==> config.mk <==
export PLATFORM = sky130hd
export DESIGN_NAME = csGen
export DESIGN_NICKNAME = d
export VERILOG_FILES = /design/src/rtl/csPkg.sv /design/src/rtl/csCfgRegs.sv /design/src/rtl/csDatapath.sv /design/src/rtl/csCtrl.sv /design/src/rtl/csGen.sv
export SDC_FILE = /design/constraint.sdc
export NUM_CORES = 1
export LEC_CHECK = 0
export ABC_AREA = 1
export ABC_CLOCK_PERIOD_IN_PS = 2700
export BUFFER_PORTS_ARGS = -buffer_cell sky130_fd_sc_hd__clkbuf_2
export CORE_MARGIN = 2
export CORE_UTILIZATION = 50
export DETAILED_ROUTE_END_ITERATION = 7
export PLACE_DENSITY = 0.73
export REMOVE_ABC_BUFFERS = 1
export SLEW_MARGIN = 20
export SYNTH_ARGS = -nofsm -noshare
export SYNTH_HDL_FRONTEND = slang
export SYNTH_SLANG_ARGS = --single-unit
export TNS_END_PERCENT = 100
==> constraint.sdc <==
create_clock -name clk -period 2.7 [get_ports clk]
set_clock_uncertainty 0.15 [all_clocks]
set_input_delay 0.81 -clock clk [delete_from_list [all_inputs] [get_ports clk]]
set_output_delay 0.81 -clock clk [all_outputs]
set_load 0.005 [all_outputs]
==> src/rtl/csPkg.sv <==
package csPkg;
  parameter int ADDR_W    = 16;
  parameter int BLOCK_W   = 12;
  parameter int PAGE_W    = 8;
  parameter int NUM_SEL   = 4;
  parameter int STRETCH_W = 2;
  localparam int NIB_W    = ADDR_W - BLOCK_W;
  localparam int GBASE_W  = ADDR_W - PAGE_W;

  typedef struct packed {
    logic [NUM_SEL-1:0]           en;
    logic                         progFirst;
    logic                         progWhole;
    logic [2:0]                   actHigh;   // io1, io2, gen
    logic [2:0]                   qualE;     // io1, io2, gen
    logic [NUM_SEL*STRETCH_W-1:0] stretch;
    logic [GBASE_W-1:0]           genBase;
    logic [3:0]                   genSize;
    logic [NIB_W-1:0]             regNib;
  } csCfg_t;

  typedef struct packed {
    logic accStart;
    logic avPhase;
    logic ePhase;
  } csStrobe_t;
endpackage

==> src/rtl/csCfgRegs.sv <==
module csCfgRegs
  import csPkg::*;
(
  input  logic       clk,
  input  logic       rstN,
  input  logic       cfgWe,
  input  logic [2:0] cfgAddr,
  input  logic [7:0] cfgData,
  output csCfg_t     cfg
);
  always_ff @(posedge clk or negedge rstN) begin
    if (!rstN) begin
      cfg <= '0;
    end else if (cfgWe) begin
      case (cfgAddr)
        3'd0: begin
          cfg.en        <= cfgData[NUM_SEL-1:0];
          cfg.progFirst <= cfgData[4];
          cfg.progWhole <= cfgData[5];
        end
        3'd1: begin
          cfg.actHigh <= cfgData[2:0];
          cfg.qualE   <= cfgData[6:4];
        end
        3'd2: cfg.stretch <= cfgData[NUM_SEL*STRETCH_W-1:0];
        3'd3: cfg.genBase <= cfgData[GBASE_W-1:0];
        3'd4: cfg.genSize <= cfgData[3:0];
        3'd5: cfg.regNib  <= cfgData[NIB_W-1:0];
        default: ;
      endcase
    end
  end
endmodule

==> src/rtl/csDatapath.sv <==
module csDatapath
  import csPkg::*;
(
  input  logic                 clk,
  input  logic                 rstN,
  input  logic                 expandedMode,
  input  logic [ADDR_W-1:0]    addr,
  input  csCfg_t               cfg,
  input  csStrobe_t            strobe,
  output logic [NUM_SEL-1:0]   csOut,
  output logic [NUM_SEL-1:0]   csOe,
  output logic                 winValid,
  output logic [STRETCH_W-1:0] winStretch
);
  localparam int IO1_LO = 'h060;
  localparam int IO1_HI = 'h7FF;
  localparam int IO2_LO = 'h800;

  logic [NUM_SEL-1:0] hit, cand, enEff, actLevel, qualVec, nextOut;
  logic [1:0]         win;
  logic [BLOCK_W-1:0] offs;
  logic               inBlock, genHit, live;
  int                 kClamp;

  assign offs     = addr[BLOCK_W-1:0];
  assign inBlock  = (addr[ADDR_W-1:BLOCK_W] == cfg.regNib);
  assign actLevel = {cfg.actHigh[2], 1'b0, cfg.actHigh[1], cfg.actHigh[0]};
  assign qualVec  = {cfg.qualE[2], 1'b0, cfg.qualE[1], cfg.qualE[0]};
  assign enEff    = expandedMode ? cfg.en : '0;

  always_comb begin
    kClamp = (int'(cfg.genSize) > GBASE_W) ? GBASE_W : int'(cfg.genSize);
    genHit = 1'b1;
    for (int b = 0; b < GBASE_W; b++) begin
      if (b >= kClamp && addr[PAGE_W+b] != cfg.genBase[b]) genHit = 1'b0;
    end
  end

  assign hit[0] = inBlock && (int'(offs) >= IO1_LO) && (int'(offs) <= IO1_HI);
  assign hit[1] = inBlock && (int'(offs) >= IO2_LO);
  assign hit[2] = cfg.progWhole || addr[ADDR_W-1];
  assign hit[3] = genHit;
  assign cand   = hit & enEff;

  always_comb begin
    winValid = 1'b1;
    win      = 2'd0;
    if (cand[0])                      win = 2'd0;
    else if (cand[1])                 win = 2'd1;
    else if (cfg.progFirst && cand[2]) win = 2'd2;
    else if (cand[3])                 win = 2'd3;
    else if (cand[2])                 win = 2'd2;
    else                              winValid = 1'b0;
  end

  assign winStretch = cfg.stretch[win*STRETCH_W +: STRETCH_W];
  assign live = winValid && strobe.avPhase && (!qualVec[win] || strobe.ePhase);

  always_comb begin
    nextOut = ~actLevel;
    if (live) nextOut[win] = actLevel[win];
  end

  always_ff @(posedge clk or negedge rstN) begin
    if (!rstN) begin
      csOut <= '1;
      csOe  <= '0;
    end else begin
      csOut <= nextOut;
      csOe  <= enEff;
    end
  end
endmodule

==> src/rtl/csCtrl.sv <==
module csCtrl
  import csPkg::*;
(
  input  logic                 clk,
  input  logic                 rstN,
  input  logic                 addrValid,
  input  logic                 eHigh,
  input  logic                 winValid,
  input  logic [STRETCH_W-1:0] winStretch,
  output csStrobe_t            strobe,
  output logic                 stall
);
  logic                 avPrev;
  logic [STRETCH_W-1:0] cnt;

  assign strobe.accStart = addrValid && !avPrev;
  assign strobe.avPhase  = addrValid;
  assign strobe.ePhase   = eHigh;
  assign stall           = (cnt != '0);

  always_ff @(posedge clk or negedge rstN) begin
    if (!rstN) begin
      avPrev <= 1'b0;
      cnt    <= '0;
    end else begin
      avPrev <= addrValid;
      if (strobe.accStart)  cnt <= winValid ? winStretch : '0;
      else if (cnt != '0)   cnt <= cnt - 1'b1;
    end
  end
endmodule

==> src/rtl/csGen.sv <==
module csGen
  import csPkg::*;
(
  input  logic                clk,
  input  logic                rstN,
  input  logic                expandedMode,
  input  logic [ADDR_W-1:0]   addr,
  input  logic                addrValid,
  input  logic                eHigh,
  input  logic                cfgWe,
  input  logic [2:0]          cfgAddr,
  input  logic [7:0]          cfgData,
  output logic [NUM_SEL-1:0]  csOut,
  output logic [NUM_SEL-1:0]  csOe,
  output logic                stall
);
  csCfg_t               cfg;
  csStrobe_t            strobe;
  logic                 winValid;
  logic [STRETCH_W-1:0] winStretch;

  csCfgRegs u_regs (.clk(clk), .rstN(rstN), .cfgWe(cfgWe), .cfgAddr(cfgAddr),
                    .cfgData(cfgData), .cfg(cfg));

  csDatapath u_dp (.clk(clk), .rstN(rstN), .expandedMode(expandedMode), .addr(addr),
                   .cfg(cfg), .strobe(strobe), .csOut(csOut), .csOe(csOe),
                   .winValid(winValid), .winStretch(winStretch));

  csCtrl u_ctrl (.clk(clk), .rstN(rstN), .addrValid(addrValid), .eHigh(eHigh),
                 .winValid(winValid), .winStretch(winStretch), .strobe(strobe),
                 .stall(stall));
endmodule

==> results of run 1 <==
-- cells by family (layout without fill, tap and decap cells) --
group,count (synthesis),in the layout
adders and majority gates,1,1
and+or+nand+nor,132,132
buffers and inverters,53,94
xor gates and xnor gates,9,9
AOI/OAI and AO/OA,48,48
DFF,47,47
-- worst paths after layout --
check / cells after the start / end / from
min reg2reg: 2 / u_regs.cfg[33] / u_regs.cfg[33]
max reg2reg: 9 / u_ctrl.cnt[1] / u_regs.cfg[0]
max: 10 / u_ctrl.cnt[1] / addr[12]
max in group asynchronous: 2 / u_regs.cfg[0] / rstN
min: 1 / u_dp.csOe[0] / rstN
min in group clk: 2 / u_regs.cfg[33] / u_regs.cfg[33]
-- routing by layer --
metal,vias up,share of wire,GRT usage
met5,-,0,0
met4,0,0.024,0.0901
met3,11,0.042,0.0394
met2,44,0.46,0.323
met1,864,0.48,0.285
li1,978,-,-
-- synthesized netlist by cell type --
cell      instances
or2_0             1
o21ai_0          39
inv_2             3
inv_1            46
ha_1              1
a21boi_1          1
nand4_1           4
o21ai_2           1
clkbuf_1          4
dfstp_2           4
a21oi_1           3
nand2_1          89
nor2_1           17
nand2_2           5
o21ai_1           1
o21bai_1          2
xnor2_1           3
xor2_1            6
nand3_1          16
a31oi_2           1
dfrtp_1          43
-- layout by cell type, fill, tap and decap left out, types with 3 or more instances in the layout --
master,n
a21oi_1,3
clkbuf_2,36
clkbuf_8,7
dfrtp_1,43
dfstp_2,4
inv_1,46
inv_2,3
nand2_1,89
nand2_2,5
nand3_1,16
nand4_1,4
nor2_1,17
o21ai_0,39
xnor2_1,3
xor2_1,6
-- critical path, delay by kind of cell --
family,cells,cell delay [ns]
compound gates,4,0.72
buf+inv,2,0.18
simple gates,4,0.49
-- power breakdown --
group / internal [W] / switching (W) / leakage, nW
Combinational: 0.000170 / 0.000228 / 0.831
Clock: 0.000234 / 0.000224 / 0.0515
Sequential: 0.000847 / 0.0000832 / 0.584
Total: 0.00125 / 0.000535 / 1.47
-- through the flow --
stage                util  worst slack [ns]  hold slack [ns]  power [W]  std cells
floorplan               -             0.578            0.300    0.00120        286
global placement    0.579             0.263            0.316    0.00132        375
detailed placement  0.579             0.223            0.322    0.00135        375
CTS                 0.602             0.514            0.343    0.00180        383
global route        0.602             0.307            0.367    0.00192        383
finish              0.602             0.539            0.325    0.00179        383
-- flip-flops by register name (all words and copies together) (netlist names) --
| signal | cells |
|---|---|
| u_ctrl.avPrev | 1 |
| u_ctrl.cnt | 2 |
| u_dp.csOe | 4 |
| u_dp.csOut | 4 |
| u_regs.cfg | 36 |
-- layout make-up --
class	count	area [um2]
sequential	47	1180
tap	52	65.1
clock buffer	8	100
fill	394	1730
multi-input combinational	190	891
inverter	49	184
timing repair buffer	37	200
==> impl_metrics.csv, run 1 <==
group,metric,value,unit
status,outcome,"finished clean",
timing,finalHoldViolCount,0,
finish,final_cell_area,0.00262,mm2
setup_path,crit_fanout,4,
clock_network,clk_path_buf_depth,2,
synth,syn_area_per_cell,7.83,um2
route,drc,0,
die,initial_core_util,0.522,
clock_network,cts_root_buffer,"clkbuf_8",
die,rows,24,
grt,grt_pass1_vias,1788,
setup_path,cp_slowest_cell,"a31oi_2",
setup_path,crit_type,"in -> reg",
setup_path,rrSetupSlack,0.77,ns
die,die_area,0.00510,mm2
synth,netlist.area_leader.share,0.474,
place,numPortBuffers,36,
die,pin_count,42,
grt,grt-ovfl-total,0,
synth,netlist_area,0.00227,mm2
pwr,powerDensity,681,mW/mm2
synth,ys_seq_area_frac,0.520,
route,postRouteAntennaNets,0,
synth,synth-seq-cells,47,
synth,synthAdderAreaFrac,0.00551,
synth,synth.distinct_cells,21,
grt,grtUsageTotal,0.207,
setup_path,worstPathCellList,"clkbuf_2 > or2_0 > a21oi_1 > nand2_1 > inv_2 > nand2_2 > a31oi_2 > nor2_1 > o21bai_1 > a21oi_1",
die,die_h,71.4,um
synth,syn_inst,290,
timing,slew_headroom,0.639,
timing,setup_violations,0,
synth,synth_area_leaders,"dfrtp_1 47%, nand2_1 15%, o21ai_0 8.6%",
setup_path,critPathRequiredTime,2.73,ns
route,wirelength,4590,um
setup_path,slowest_delay,0.33,ns
finish,drive_gt1_frac,0.175,
place,placedInstanceArea,0.00252,mm2
timing,rsz0062_at_grt,"no",
route,vias,1897,
route,routedWlPerCell,12.0,um
synth,yosysWarnings,0,
route,drt_pass1_iterations,4,
die,die_w,71.4,um
timing,fin_crit_sh,0.800,
clock_network,clkTransAtPathRegs,0.08,ns
clock_network,ctsHoldBuffers,0,
synth,synthMuxAreaShare,0,
clock_network,post_cts_buffers,0,
synth,synth_compound_area_frac,0.114,
timing,drv_slew,0,
timing,finalCriticalPeriod,2.16,ns
clock_network,clk_latency,0.30,ns
synth,synth_top_family_by_area,"simple AND/OR/NAND/NOR gates",
setup_path,cp.arrival,2.19,ns
route,viasPerCell,4.95,
synth,synth_top_area_cell,"dfrtp_1",
synth,synth_simple_gate_area_share,0.238,
route,drt-initial-drc-count,90,
pwr,p_leak,1.47,nW
finish,diodes,0,
clock_network,cts_sinks,47,
job,cap_violations,0,
setup_path,cpMostUsedCell,"a21oi_1",
synth,synth_xor_area_frac,0.0347,
grt,antenna_found_initial,0,
timing,tightest_slew,0.541,ns
clock_network,cts_htree_levels,2,
place,hpwl,3480,um
clock_network,cts-buffers-inserted,5,
finish,syn2layout_area_growth,15.4,%
grt,grt_max_degree,28,
clock_network,cts_tree,"yes",
die,core_area,0.00435,mm2
pwr,irDropWorstVdd,0.308,mV
timing,fmax,463,MHz
finish,nets,364,
place,globalplace.congestion,0.815,
setup_path,critPathCaptureType,"flop",
setup_path,worstSetupStartpointType,"input port",
min_path,holdCritPathClass,"in -> async",
grt,grt_pass1_wl,8180,um
timing,fin_setup_tns,0,ns
clock_network,cts_resized,0,
Note: power is estimated with default switching activity, not from simulation.
==> run 2, diff against run 1 <==
--- a/config.mk
+++ b/config.mk
@@ -6,7 +6,7 @@
 export NUM_CORES = 1
 export LEC_CHECK = 0
 export ABC_AREA = 1
-export ABC_CLOCK_PERIOD_IN_PS = 2700
+export ABC_CLOCK_PERIOD_IN_PS = 2100
 export BUFFER_PORTS_ARGS = -buffer_cell sky130_fd_sc_hd__clkbuf_2
 export CORE_MARGIN = 2
 export CORE_UTILIZATION = 50
==> constraint.sdc (replaced) <==
create_clock -name clk -period 2.1 [get_ports clk]
set_clock_uncertainty 0.15 [all_clocks]
set_input_delay 0.63 -clock clk [delete_from_list [all_inputs] [get_ports clk]]
set_output_delay 0.63 -clock clk [all_outputs]
set_load 0.005 [all_outputs]
==> run 2 against run 1 <==
Die area stayed put. Clock power is 14% higher. Wire length hardly changed. Combinational power is 34% higher. Global-route usage is 0.79 points lower. First-iteration DRC count is 28% higher. Sequential share of layout area is 1.6 points lower. Hold slack worse by 0.18 ns. Critical path depth stayed put. Sequential cell count stayed put. Setup slack worse by 0.38 ns. Clock-buffer cell count is 1 lower. Largest cell class unchanged.
==> impl_metrics.csv, run 2 (same netlist as run 1, synthesis figures left out) <==
group,metric,value,unit
status,outcome,"finished clean",
route,postRouteAntennaNets,0,
setup_path,worstSetupStartpointType,"input port",
timing,finalCriticalPeriod,1.94,ns
pwr,clkPwrFrac,0.231,
clock_network,cts-buffers-inserted,5,
finish,final_cell_area,0.00272,mm2
pwr,powerDensity,829,mW/mm2
setup_path,critPathRequiredTime,2.14,ns
min_path,holdCritPathClass,"in -> async",
die,rows,24,
route,wirelength,4590,um
setup_path,slowest_delay,0.30,ns
clock_network,cts_root_buffer,"clkbuf_8",
setup_path,path_delay_family,"compound AO/OA/AOI/OAI gates",
finish,largest_register_ffs,36,
setup_path,crit_path_end,"u_ctrl.cnt[1]",
clock_network,cts_htree_levels,2,
setup_path,crit_type,"in -> reg",
pwr,p_seq_frac,0.532,
grt,antenna_found_initial,0,
timing,rsz0062_at_grt,"no",
finish,final_cell_mix,"89 x nand2_1, 46 x inv_1, 43 x dfrtp_1",
clock_network,clk_path_buf_depth,2,
setup_path,timing.rr.end,"u_dp.csOut[3]",
route,drc,0,
place,placedInstanceArea,0.00263,mm2
clock_network,clk_latency,0.30,ns
setup_path,crit_fanout,4,
timing,drv_slew,0,
timing,slew_headroom,0.642,
job,cap_violations,0,
setup_path,crit_start,"addr[12]",
place,globalplace.congestion,0.815,
route,vias,1911,
finish,diodes,0,
place,hpwl,3540,um
route,viasPerCell,4.80,
clock_network,cts_tree,"yes",
grt,grt-ovfl-total,0,
die,die_h,71.4,um
grt,grt_max_degree,28,
pwr,p_leak,1.53,nW
grt,gr-usage-met2,0.315,
timing,fin_crit_sh,0.925,
setup_path,worstSetupPathDepth,10,
grt,grt.met3_usage,0.0520,
finish,nets,379,
timing,setup_violations,0,
pwr,irDropWorstVdd,0.376,mV
finish,regMostFlops,"u_regs.cfg",
route,drt_pass1_iterations,4,
setup_path,cp_num_buf_inv,2,
finish,layout_top_registers,"u_regs.cfg x36, u_dp.csOe x4, u_dp.csOut x4",
route,routedWlPerCell,11.5,um
setup_path,worstPathCellList,"clkbuf_2 > or2_0 > a21oi_1 > nand2_1 > inv_2 > nand2_2 > a31oi_2 > nor2_1 > o21bai_1 > a21oi_1",
finish,final_util,0.624,
place,place_ws,-0.178,ns
setup_path,r2r_cells,16,
die,die_w,71.4,um
setup_path,critPathCaptureType,"flop",
finish,stdcell_count,398,
grt,grtUsageTotal,0.199,
grt,busiest_layer,"met2",
clock_network,clkTransAtPathRegs,0.08,ns
pwr,internal_power,0.00156,W
place,dp_cells,389,
timing,tightest_slew,0.536,ns
place,numPortBuffers,36,
clock_network,cts_sinks,47,
grt,grt_pass1_wl,7820,um
timing,fin_ws,0.157,ns
grt,use_met1,0.271,
setup_path,rrSetupSlack,0.22,ns
setup_path,cpMostUsedCell,"a21oi_1",
clock_network,cts_resized,0,
pwr,pwr-share-comb,0.237,
finish,final_common_cell,"nand2_1",
timing,fmax,515,MHz
pwr,switching_share,0.305,
timing,finalHoldViolCount,0,
grt,grt_pass1_vias,1775,
die,die_area,0.00510,mm2
die,pin_count,42,
setup_path,cp.arrival,1.98,ns
finish,syn2layout_area_growth,19.6,%
pwr,power.switching,0.000688,W
die,initial_core_util,0.522,
route,drt-initial-drc-count,115,
finish,drive_gt1_frac,0.208,
setup_path,cp_slowest_cell,"a31oi_2",
die,core_area,0.00435,mm2
setup_path,regToRegStartpoint,"u_regs.cfg[14]",
-- run 2: cell types whose count changed in the layout (fill, tap and decap cells not counted), sizes merged --
cell | before | now
buf | 1 | 16
clkbuf | 44 | 43
clkinv | 0 | 1
-- run 2: per-stage QoR --
| step | setup TNS [ns] | hold slack, ns | power, W |
|---|---|---|---|
| 2_1_floorplan | 0 | 0.184 | 0.00154 |
| 3_5_place_dp | -0.879 | 0.323 | 0.00175 |
| 4_1_cts | 0 | 0.168 | 0.00227 |
| 6_report | 0 | 0.142 | 0.00225 |
| 3_3_place_gp | -0.661 | 0.316 | 0.00172 |
| 5_1_grt | 0 | 0.181 | 0.00241 |
-- run 2: power by group through the flow --
| stage | logic, W | registers (W) | clock network (W) |
|---|---|---|---|
| 2_1_floorplan | 0.000355 | 0.00119 | 0 |
| 3_3_place_gp | 0.000516 | 0.00121 | 0 |
| 3_5_place_dp | 0.000540 | 0.00121 | 0 |
| 4_1_cts | 0.000541 | 0.00120 | 0.000533 |
| 5_1_grt | 0.000627 | 0.00122 | 0.000563 |
| 6_report | 0.000535 | 0.00120 | 0.000520 |
-- run 2: worst min-delay path by stage --
| stage | from | end | slack [ns] | cells after the start |
|---|---|---|---|---|
| after global routing | rstN | u_regs.cfg[29] | 0.18 | 1 |
| after CTS | rstN | u_dp.csOe[3] | 0.17 | 1 |
| after global placement | u_regs.cfg[7] | u_regs.cfg[7] | 0.32 | 2 |
| after detailed placement | u_regs.cfg[33] | u_dp.csOe[1] | 0.32 | 2 |
| after floorplan | rstN | u_ctrl.avPrev | 0.18 | 0 |
| final | rstN | u_regs.cfg[10] | 0.14 | 1 |
-- run 2: final cells by class --
type	instances	area (um2)
fillers	397	1640
inverters	49	184
well taps	52	65.1
clock buffers	7	76.3
repair buffers	52	313
flip-flops and latches	47	1180
multi-input cells	190	891
clock inverters	1	5.00
-- run 2: what timing repair did --
item	CTS	global route
hold buffers	0	0
setup endpoints to repair	0	5
buffers inserted	0	1
-- run 2: layer usage --
| metal | wire length (um) | share of wire | up-vias |
|---|---|---|---|
| met2 | 2100 | 0.46 | 45 |
| met1 | 2190 | 0.48 | 851 |
| met3 | 237 | 0.052 | 6 |
| li1 | - | - | 1009 |
| met5 | 0 | 0 | - |
| met4 | 58 | 0.013 | 0 |
